[src/rtl/sleep_wdt.sv]
module sleep_wdt #(
  parameter int CNT_W    = 21,
  parameter int WR_GAP   = 2,
  parameter int RST_INIT = 2097151
) (
  input  logic             clk,
  input  logic             rst_n,
  input  logic             reg_wr,
  input  logic             reg_sel,
  input  logic [CNT_W-1:0] reg_wdata,
  input  logic             low_power,
  input  logic             wake,
  output logic [CNT_W-1:0] init_value,
  output logic [CNT_W-1:0] cur_count,
  output logic             stop_state,
  output logic             expire_rst,
  output logic             soft_rst
);
  localparam int GAP_W = $clog2(WR_GAP + 1);
  localparam logic [CNT_W-1:0] RST_LOAD = (RST_INIT == 0) ? CNT_W'(1) : CNT_W'(RST_INIT);
  localparam logic [GAP_W-1:0] GAP_MAX = GAP_W'(WR_GAP);

  logic [GAP_W-1:0] since_wr;
  logic [CNT_W-1:0] init_q, cnt_q;
  logic             stop_q, expire_q, soft_q;

  wire init_wr  = reg_wr && !reg_sel;
  wire init_ok  = init_wr && (since_wr >= GAP_MAX);
  wire ctrl_wr  = reg_wr && reg_sel;
  wire running  = !stop_q && !low_power && !wake;
  wire last_one = (cnt_q <= CNT_W'(1));

  always_ff @(posedge clk or negedge rst_n) begin
    if (!rst_n) begin
      since_wr <= GAP_MAX;
      init_q   <= RST_LOAD;
    end else if (init_ok) begin
      since_wr <= GAP_W'(1);
      init_q   <= (reg_wdata == '0) ? CNT_W'(1) : reg_wdata;
    end else if (since_wr < GAP_MAX) begin
      since_wr <= since_wr + GAP_W'(1);
    end
  end

  always_ff @(posedge clk or negedge rst_n) begin
    if (!rst_n) begin
      stop_q <= 1'b0;
      soft_q <= 1'b0;
    end else begin
      soft_q <= ctrl_wr && reg_wdata[1];
      if (ctrl_wr) stop_q <= reg_wdata[0];
    end
  end

  always_ff @(posedge clk or negedge rst_n) begin
    if (!rst_n) begin
      cnt_q    <= RST_LOAD;
      expire_q <= 1'b0;
    end else begin
      expire_q <= 1'b0;
      if (wake) begin
        cnt_q <= init_q;
      end else if (running) begin
        if (last_one) begin
          cnt_q    <= init_q;
          expire_q <= 1'b1;
        end else begin
          cnt_q <= cnt_q - CNT_W'(1);
        end
      end
    end
  end

  assign init_value = init_q;
  assign cur_count  = cnt_q;
  assign stop_state = stop_q;
  assign expire_rst = expire_q;
  assign soft_rst   = soft_q;

  p_dec_r2: assert property (@(posedge clk) disable iff (!rst_n)
    (!stop_state && !low_power && !wake && cur_count > CNT_W'(1)) |=> cur_count == $past(cur_count) - CNT_W'(1));
  p_stop_hold_r3: assert property (@(posedge clk) disable iff (!rst_n)
    (stop_state && !wake) |=> cur_count == $past(cur_count));
  p_lp_hold_r4: assert property (@(posedge clk) disable iff (!rst_n)
    (low_power && !wake) |=> cur_count == $past(cur_count));
  p_wake_load_r5: assert property (@(posedge clk) disable iff (!rst_n)
    wake |=> cur_count == $past(init_value));
  p_expire_r6: assert property (@(posedge clk) disable iff (!rst_n)
    (!stop_state && !low_power && !wake && cur_count == CNT_W'(1)) |=> (expire_rst && cur_count == $past(init_value)));
  p_nonzero_r6: assert property (@(posedge clk) disable iff (!rst_n)
    cur_count != '0);
  p_gap_r7: assert property (@(posedge clk) disable iff (!rst_n)
    (init_wr && since_wr < GAP_MAX) |=> $stable(init_value));
  p_zero_r8: assert property (@(posedge clk) disable iff (!rst_n)
    (init_ok && reg_wdata == '0) |=> init_value == CNT_W'(1));
  p_soft_on_r9: assert property (@(posedge clk) disable iff (!rst_n)
    (ctrl_wr && reg_wdata[1]) |=> soft_rst);
  p_soft_off_r9: assert property (@(posedge clk) disable iff (!rst_n)
    !(ctrl_wr && reg_wdata[1]) |=> !soft_rst);
endmodule

[config.mk]
export PLATFORM = sky130hd
export DESIGN_NAME = sleep_wdt
export DESIGN_NICKNAME = d
export VERILOG_FILES = /design/src/rtl/sleep_wdt.sv
export SDC_FILE = /design/constraint.sdc
export NUM_CORES = 1
export LEC_CHECK = 0
export ABC_CLOCK_PERIOD_IN_PS = 5200
export BUFFER_PORTS_ARGS = -buffer_cell sky130_fd_sc_hd__buf_2
export CORE_ASPECT_RATIO = 0.7
export CORE_MARGIN = 2
export CORE_UTILIZATION = 30
export DETAILED_ROUTE_END_ITERATION = 10
export HOLD_SLACK_MARGIN = 0.06
export SYNTH_ARGS = -nofsm -noshare
export SYNTH_HDL_FRONTEND = slang
export SYNTH_SLANG_ARGS = --single-unit
[constraint.sdc]
create_clock -name clk -period 5.2 [get_ports clk]
set_input_delay 1.04 -clock clk [delete_from_list [all_inputs] [get_ports clk]]
set_output_delay 1.04 -clock clk [all_outputs]
set_load 0.02 [all_outputs]
=== Yosys cells after proc, flatten, opt, wreduce, memory -nomap -nowiden ===
Cells that the tools add are included.

* Register bits: 47
* Input port bits: 27

* Add/subtract/negate cells: 2
* $lt $le $gt $ge: 3
* Mux-type cells: 9
* Reduce and logical (&&, ||, !) cells: 13

{| class="wikitable"
|+ Operator list
! cell !! count
|-
| 21-bit 2-to-1 mux || 4
|-
| 21-bit by 1-bit <= comparator with 1-bit output, second input constant || 1
|-
| 21-bit zero test || 1
|-
| 21-bit by 1-bit subtractor with 21-bit output, second input constant || 1
|-
| 1-bit logical AND || 6
|-
| 1-bit zero test || 4
|-
| 2-bit 2-to-1 mux || 2
|-
| 2-bit nonzero test || 2
|-
| 1-bit 2-to-1 mux || 3
|-
| 2-bit by 1-bit adder with 2-bit output, second input constant || 1
|-
| 2-bit >= comparator, second input constant || 1
|-
| 2-bit < comparator, second input constant || 1
|}

=== Logic depth before layout (Yosys ltp) ===
Gate-level depths: netlist of the first run.

* Word-level depth: 5
* Depth in mapped cells: 8
* Depth with buffers taken out: 7

=== Worst setup path after synthesis of the first run ===
Ideal clock, no wire load.

* Path type: in2reg
* Start: input port low_power
* End: register cnt_q[9] (netlist: cur_count[9])
* Arrival time: 2168 ps
* Data required time: 5115 ps
* Setup slack: 2947 ps
* Stages on the path: 6
* Cell sequence: o21ba_2 clkbuf_1 nor2_2 nand2_1 or3_1 o221ai_1

* Cells in the longest elaborated chain, start to end: 4

{| class="wikitable"
|+ RTL lines
! element !! RTL line !! text
|-
| start: declaration || 11 || <nowiki>input logic low_power,</nowiki>
|-
| 1-bit zero test || 30 || <nowiki>wire running = !stop_q && !low_power && !wake;</nowiki>
|-
| 1-bit logical AND (2 in a row) || 30 ||
|-
| 2-bit nonzero test (no source line) || - ||
|-
| end signal: assignment || 62 || <nowiki>cnt_q <= init_q;</nowiki>
|-
| end signal: assignment || 65 || <nowiki>cnt_q <= init_q;</nowiki>
|-
| end signal: assignment || 68 || <nowiki>cnt_q <= cnt_q - CNT_W'(1);</nowiki>
|-
| end: declaration || 24 || <nowiki>logic [CNT_W-1:0] init_q, cnt_q;</nowiki>
|}

Every way passes these cells.
A chain may end at the register's enable or synchronous reset.

=== Worst setup path after layout of the first run ===
* Start: register cnt_q[1] (netlist: cur_count[1])
* End: register cnt_q[3] (netlist: cur_count[3])

* Cells in the longest elaborated chain, start to end: 4
* Elaborated cells on any way between the ends: 5
* Those cells by class: add/sub: 1; order compare: 1; mux: 3

{| class="wikitable"
|+ RTL lines
! element !! RTL line !! text
|-
| 21-bit by 1-bit subtractor with 21-bit output or 21-bit by 1-bit <= comparator with 1-bit output (tied branches) || 68, 31 ||
|-
| 21-bit 2-to-1 mux (*) || 64 || <nowiki>if (last_one) begin</nowiki>
|-
| 21-bit 2-to-1 mux (*) || 63 || <nowiki>end else if (running) begin</nowiki>
|-
| 21-bit 2-to-1 mux (*) || 61 || <nowiki>if (wake) begin</nowiki>
|}

Mark *: on every way between the ends. The rest lies on a longest branch, timed or not. The select of a mux whose other input is x is not followed.

==> results by group, run 1 <==
Synthesis
  – Share of flip-flops with an asynchronous set or reset: 100%
  – Syn_nets: 270
  – Cell area after synthesis: 0.00258 mm²
  – Post-Synth XOR/XNOR Area: 0.678%
  – Adder-cell area share of the yosys netlist: 1.45%
  – Top cells by area, synth: dfstp_2 44%, mux2_2 9.2%, dfrtp_1 3.9%
  – Simple-Gate Fraction of Synth Area: 21.8%
  – Synth top area share: 43.8%
  – Synth area leader: dfstp_2
  – Post-synthesis compound-gate area fraction: 13.5%
  – Syn avg cell area: 10.8 µm²
  – Warnings, synthesis: 0
  – Flops & latches, synth: 47
  – Sequential share of the synthesized area: 47.6%
  – Top_reg_cell synth: dfstp_2
  – Number of synthesized flops with an enable pin: 0
  – Largest family of logic cells by synthesized area: simple AND/OR/NAND/NOR gates
  – Yosys cell types: 62
  – Cells after Synth: 240
  – Mux contribution to synthesized area: 11.1%

Routing
  – Vias: 2253
  – Wirelength per Cell: 17.9 µm
  – DRC: 0
  – Routed WL: 7440 µm
  – Drt pass-1 iters: 5
  – Mean number of vias per cell: 5.42
  – Initial DRC Count: 167
  – Routed Antenna Nets: 0

Layout
  – Nets: 340
  – Area of the multi-input gates: 0.00125 mm²
  – Filler cells: 856
  – Commonest non-fill, non-tap cell in the layout: buf_2
  – Storage element area: 0.00123 mm²
  – Commonest non-fill, non-tap cells in the layout: 71 x buf_2, 43 x dfstp_2, 21 x mux2_2
  – Ratio of cells with drive above 1 in the final layout: 50.8%
  – Area growth, synth to finish: 22.8%
  – Ant. Diodes: 0

Worst setup path
  – Crit path max-delay cell type: o21a_1
  – Critical path capture point type: register
  – CP required: 5420 ps
  – CP arrival: 2690 ps
  – Critical path cell sequence: inv_1 -> ha_1 -> o211ai_1 -> o21a_1 -> nor2_2 -> a221o_1
  – Slowest stage delay, CP: 680 ps
  – Crit Path Class: reg -> reg
  – Max FO, Critical Path: 18
  – CP startpoint kind: register

STA
  – Max-slew violations: 0
  – Final Critical Period: 2470 ps
  – Final setup TNS: 0 ps
  – Final period utilization: 47.6%
  – Fmax: 0.404 GHz
  – Fin. Hold Viols: 0
  – Worst Tran Pin Value: 969 ps
  – Count of final setup violators: 0
  – Slew margin rel.: 35.1%
  – RSZ-0062 raised after global routing: no
  – Final Skew: 5.63 ps

Clock network
  – Skew-Pair Late Insertion Delay: 290 ps
  – # hold bufs at CTS: 0
  – Post-CTS Setup Inserts: 0
  – CTS tree: built
  – Post_cts resized: 0
  – Clock-pin slew on the worst setup and hold paths: 70 ps
  – Htree depth: 2
  – CTS max path bufs: 2
  – Total clock sinks: 47
  – Clock Root Buffer: clkbuf_16
  – Num CTS Buffers: 5

Global routing
  – Total GRT Usage: 16.7%
  – Grt ovf: 0
  – Initial antenna violation count: 0
  – First-pass GRT wire length: 11900 µm
  – Pin count of the biggest net entering global routing: 48
  – Vias in the first global route: 2140

Outcome
  – Outcome: complete, no violations

Placement
  – Port bufs: 71
  – Final HPWL DP: 5580 µm
  – Gpl congestion: 0.892

Floorplanning
  – Initial Utilization: 30.7%
  – Die width: 115 µm
  – Top Ports: 72
  – Die height: 81.6 µm
  – Rows: 28
  – Core area: 0.00841 mm²
  – Die area: 0.00938 mm²

Min path
  – Hold WC Path Type: reg -> reg

Pwr
  – Overall Power: 0.00188 W
  – Leakage: 1.34 nW
  – VDD IR-drop max: 0.250 mV
  – Pwr Density: 594 mW/mm²

Run
  – Max Cap Viol: 0
## flip-flops by register name (all words and copies together) (netlist names)
name / count
cur_count: 21
init_value: 21
since_wr: 2
expire_rst: 1
soft_rst: 1
stop_state: 1
## per-layer routing
layer  part of all wire, %  global-route usage, %  routed length (µm)  vias up
li1                      -                      -                   -     1052
met1                    50                   25.0                3740     1109
met2                    41                   23.2                3030       85
met3                   7.9                   4.65                 587        7
met4                   1.1                   4.70                  82        0
met5                     0                      0                   0        -
## power breakdown
part	leakage, nW	switching, W	internal [W]
sequential	0.502	0.000213	0.000629
combinational	0.774	0.000424	0.000290
clock	0.0675	0.000147	0.000180
total	1.34	0.000784	0.00110
## final cells by class
| type | count | share of cell area (%) |
|---|---|---|
| Clock buffer | 6 | 4.06 |
| Clock inverter | 2 | 0.513 |
| Inverter | 9 | 1.07 |
| Multi-Input combinational cell | 173 | 39.5 |
| Sequential cell | 47 | 38.8 |
| Tap cell | 105 | 4.14 |
| Timing Repair Buffer | 74 | 11.9 |
## cells in the mapped netlist (all sizes together), types with 2 or more instances
cell type and number:
mux2i 5, nor3 11, nand2 11, or3 6, dfrtp 4, nand4 5, nand3 17, a31oi 2
a2bb2oi 4, dfstp 43, and3 5, buf 4, a221o 3, and2 4, inv 8, or4 2
o21a 2, nor2 12, nor4 10, mux2 21, o31ai 2, clkbuf 7, o211ai 3, a21oi 10
o21ai 13, ha 3
## worst paths after layout
| path | startpoint | to | slack [ps] | cells after the start |
|---|---|---|---|---|
| worst max-delay path | cur_count[1] | cur_count[3] | 2730 | 6 |
| worst min-delay path | since_wr[1] | since_wr[1] | 500 | 2 |
| worst max register to register | cur_count[1] | cur_count[3] | 2730 | 6 |
| worst min register to register | since_wr[1] | since_wr[1] | 500 | 2 |
| max in group asynchronous | rst_n | cur_count[19] | 3960 | 2 |
| min in group asynchronous | rst_n | expire_rst | 830 | 2 |
## cells by family after synthesis
group / after synthesis
AOI/OAI and AO/OA: 51
xor gates and xnor gates: 2
adders and majority gates: 3
buffers and inverters: 20
DFF: 47
muxes: 26
and+or+nand+nor: 91
## per-stage QoR
step	utilization, %	hold slack (ps)	std cells	worst slack, ps	cell area (µm²)
after floorplan	-	476	240	2950	2580
after global placement	36.0	489	408	2760	3030
after detailed placement	36.0	496	408	2690	3030
after CTS	37.7	506	416	2760	3170
after global routing	37.7	541	416	2600	3170
final	37.7	498	416	2730	3170
## worst max-delay path: cells and delay by family, from the launching register on
kind / cells / cell delay, ps
AO/OA/AOI/OAI: 3 / 1400
adder cells (fa/ha/maj): 1 / 190
buffers and inverters: 1 / 80
flip-flops: 1 / 590
AND/OR/NAND/NOR: 1 / 140
No activity file was read; power rests on OpenSTA's default activity.
==> run 2, diff against run 1 <==
--- a/config.mk
+++ b/config.mk
@@ -5,7 +5,7 @@
 export SDC_FILE = /design/constraint.sdc
 export NUM_CORES = 1
 export LEC_CHECK = 0
-export ABC_CLOCK_PERIOD_IN_PS = 5200
+export ABC_CLOCK_PERIOD_IN_PS = 2400
 export BUFFER_PORTS_ARGS = -buffer_cell sky130_fd_sc_hd__buf_2
 export CORE_ASPECT_RATIO = 0.7
 export CORE_MARGIN = 2
==> constraint.sdc (replaced) <==
create_clock -name clk -period 2.4 [get_ports clk]
set_input_delay 0.48 -clock clk [delete_from_list [all_inputs] [get_ports clk]]
set_output_delay 0.48 -clock clk [all_outputs]
set_load 0.02 [all_outputs]
==> results by group, run 2 (synthesis results as in run 1) <==
Outcome
  – Outcome: complete, no violations

Floorplanning
  – Die width: 115 µm (unchanged)
  – Rows: 28 (unchanged)
  – Top Ports: 72 (unchanged)
  – Die height: 81.6 µm (unchanged)
  – Core area: 0.00841 mm² (unchanged)
  – Initial Utilization: 30.7% (unchanged)
  – Die area: 0.00938 mm² (unchanged)

STA
  – Fin. Hold Viols: 0 (unchanged)
  – Max-slew violations: 0 (unchanged)
  – Final setup TNS: 0 ps (unchanged)
  – Final Skew: 5.04 ps (-0.589 ps)
  – Worst Tran Pin Value: 614 ps (-354 ps)
  – Final Critical Period: 2100 ps (-378 ps)
  – Fmax: 0.477 GHz (+18%)
  – RSZ-0062 raised after global routing: no
  – Final period utilization: 87.4% (+40 points)
  – Slew margin rel.: 59.1% (+24 points)
  – Count of final setup violators: 0 (unchanged)

Worst setup path
  – CP required: 2620 ps (-2800 ps)
  – Crit path to: cur_count[18]
  – Critical path cell sequence: inv_1 -> ha_1 -> or3b_1 -> nor3_4 -> nand3_1 -> a21oi_1 -> a2bb2oi_1
  – Reg-to-reg slack, setup: 300 ps (-2420 ps)
  – Crit Path Class: reg -> reg
  – R2r endpoint: cur_count[18]
  – Critical path capture point type: register
  – Crit. Startpoint: cur_count[0]
  – Crit path max-delay cell type: or3b_1
  – R2R depth: 7 (+1)
  – Slowest stage delay, CP: 510 ps (-170 ps)
  – Max FO, Critical Path: 9 (-9)
  – CP arrival: 2320 ps (-370 ps)
  – CP startpoint kind: register
  – Reg-to-reg critical path startpoint: cur_count[0]

Routing
  – Drt pass-1 iters: 4 (-1)
  – Vias: 2221 (-1.4%)
  – Routed WL: 7240 µm (-2.6%)
  – DRC: 0 (unchanged)
  – WL met2: 3010 µm (-0.59%)
  – Mean number of vias per cell: 5.25 (-3.1%)
  – M1 WL: 3660 µm (-2.0%)
  – Routed Antenna Nets: 0 (unchanged)
  – Metal3 WL: 502 µm (-14%)
  – Highest metal used: met4
  – Initial DRC Count: 135 (-19%)
  – Wirelength per Cell: 17.1 µm (-4.3%)

Layout
  – Post-route insts no fill: 423 (+1.7%)
  – Final Cell Area: 0.00323 mm² (+1.7%)
  – Area growth, synth to finish: 25.0%
  – Ratio of cells with drive above 1 in the final layout: 52.2% (+1.4 points)
  – Ant. Diodes: 0 (unchanged)
  – Commonest non-fill, non-tap cell in the layout: buf_2
  – Commonest non-fill, non-tap cells in the layout: 71 x buf_2, 43 x dfstp_2, 21 x mux2_2
  – Nets: 347 (+2.1%)

Global routing
  – Pin count of the biggest net entering global routing: 30 (-38%)
  – Grt ovf: 0 (unchanged)
  – First-pass GRT wire length: 11800 µm (-0.41%)
  – Vias in the first global route: 2134 (-0.28%)
  – Total GRT Usage: 16.4% (-0.30 points)
  – Initial antenna violation count: 0 (unchanged)

Placement
  – Gpl congestion: 0.844 (-5.4%)
  – Final HPWL DP: 5730 µm (+2.6%)
  – Dpl cell area: 0.00308 mm² (+1.7%)
  – Port bufs: 71 (unchanged)
  – Dpl cells: 415 (+1.7%)

Clock network
  – Num CTS Buffers: 5 (unchanged)
  – CTS tree: built
  – Post-CTS Setup Inserts: 0 (unchanged)
  – Skew-Pair Late Insertion Delay: 290 ps (about the same)
  – Clock-pin slew on the worst setup and hold paths: 70 ps (about the same)
  – Post_cts resized: 0 (unchanged)
  – CTS max path bufs: 2 (unchanged)
  – Clock Root Buffer: clkbuf_16
  – # hold bufs at CTS: 0 (unchanged)
  – Total clock sinks: 47 (unchanged)
  – Htree depth: 2 (unchanged)

Pwr
  – Pwr Density: 1260 mW/mm² (+110%)
  – VDD IR-drop max: 0.492 mV (+97%)
  – Gate power share: 38.4% (+0.5 points)
  – Leakage: 1.38 nW (+3.0%)
  – P_sw: 0.00167 W (+110%)
  – Clk pwr share: 17.5% (about the same)
  – Switching Fraction: 41.1% (-0.53 points)
  – Sequential cell fraction of total power: 44.1% (-0.6 points)
  – Cell Int Power: 0.00239 W (+120%)

Run
  – Max Cap Viol: 0 (unchanged)

Min path
  – Hold WC Path Type: in -> async
run 2: cell count changes in the layout (fill, tap and decap cells not counted), sizes merged:
cell      previous run  this run
buf                 74        81
clkbuf               6         5
clkinv               1         2
clkinvlp             1         0
inv                  9        10
run 2: per-layer routing:
layer / vias to the layer above / global-route usage [%]
li1: 1057 / -
met5: - / 0
met4: 0 / 3.98
met2: 83 / 23.1
met3: 7 / 3.47
met1: 1074 / 25.2
run 2: final cells by class:
class                           instances  area (µm²)
Fill cell                             864        5180
Multi-Input combinational cell        173        1250
Sequential cell                        47        1230
Timing Repair Buffer                   81         430
Tap cell                              105         131
Clock buffer                            5         125
Inverter                                9        33.8
Clock inverter                          3        22.5
run 2: how the worst min path moves through the flow:
stage               slack, ps            from            end
floorplan                 180           rst_n     expire_rst
global placement          490  init_value[17]  cur_count[17]
detailed placement        490  init_value[17]  cur_count[17]
CTS                       220           rst_n     expire_rst
global route              250           rst_n     expire_rst
finish                    200           rst_n     expire_rst
run 2: power by group through the flow:
stage | clock, W | combinational (W) | sequential [W]
6_report | 0.000710 | 0.00156 | 0.00179
5_1_grt | 0.000766 | 0.00170 | 0.00186
4_1_cts | 0.000733 | 0.00158 | 0.00179
3_5_place_dp | 0 | 0.00158 | 0.00180
3_3_place_gp | 0 | 0.00155 | 0.00179
2_1_floorplan | 0 | 0.000668 | 0.00208
run 2: critical path, delay by kind of cell (launching register included):
kind | cells | cell delay (ps)
fa+ha+maj | 1 | 190
compound gates | 2 | 340
simple gates | 3 | 1010
flops | 1 | 390
buf+inv | 1 | 90
run 2: through the flow:
step | worst slack [ps] | hold WS [ps] | utilization [%] | power (W)
finish | 303 | 201 | 38.4 | 0.00406
global route | 135 | 252 | 38.4 | 0.00432
CTS | 306 | 222 | 38.4 | 0.00411
detailed placement | 320 | 489 | 36.6 | 0.00338
global placement | 398 | 486 | 36.6 | 0.00334
floorplan | 463 | 184 | - | 0.00275
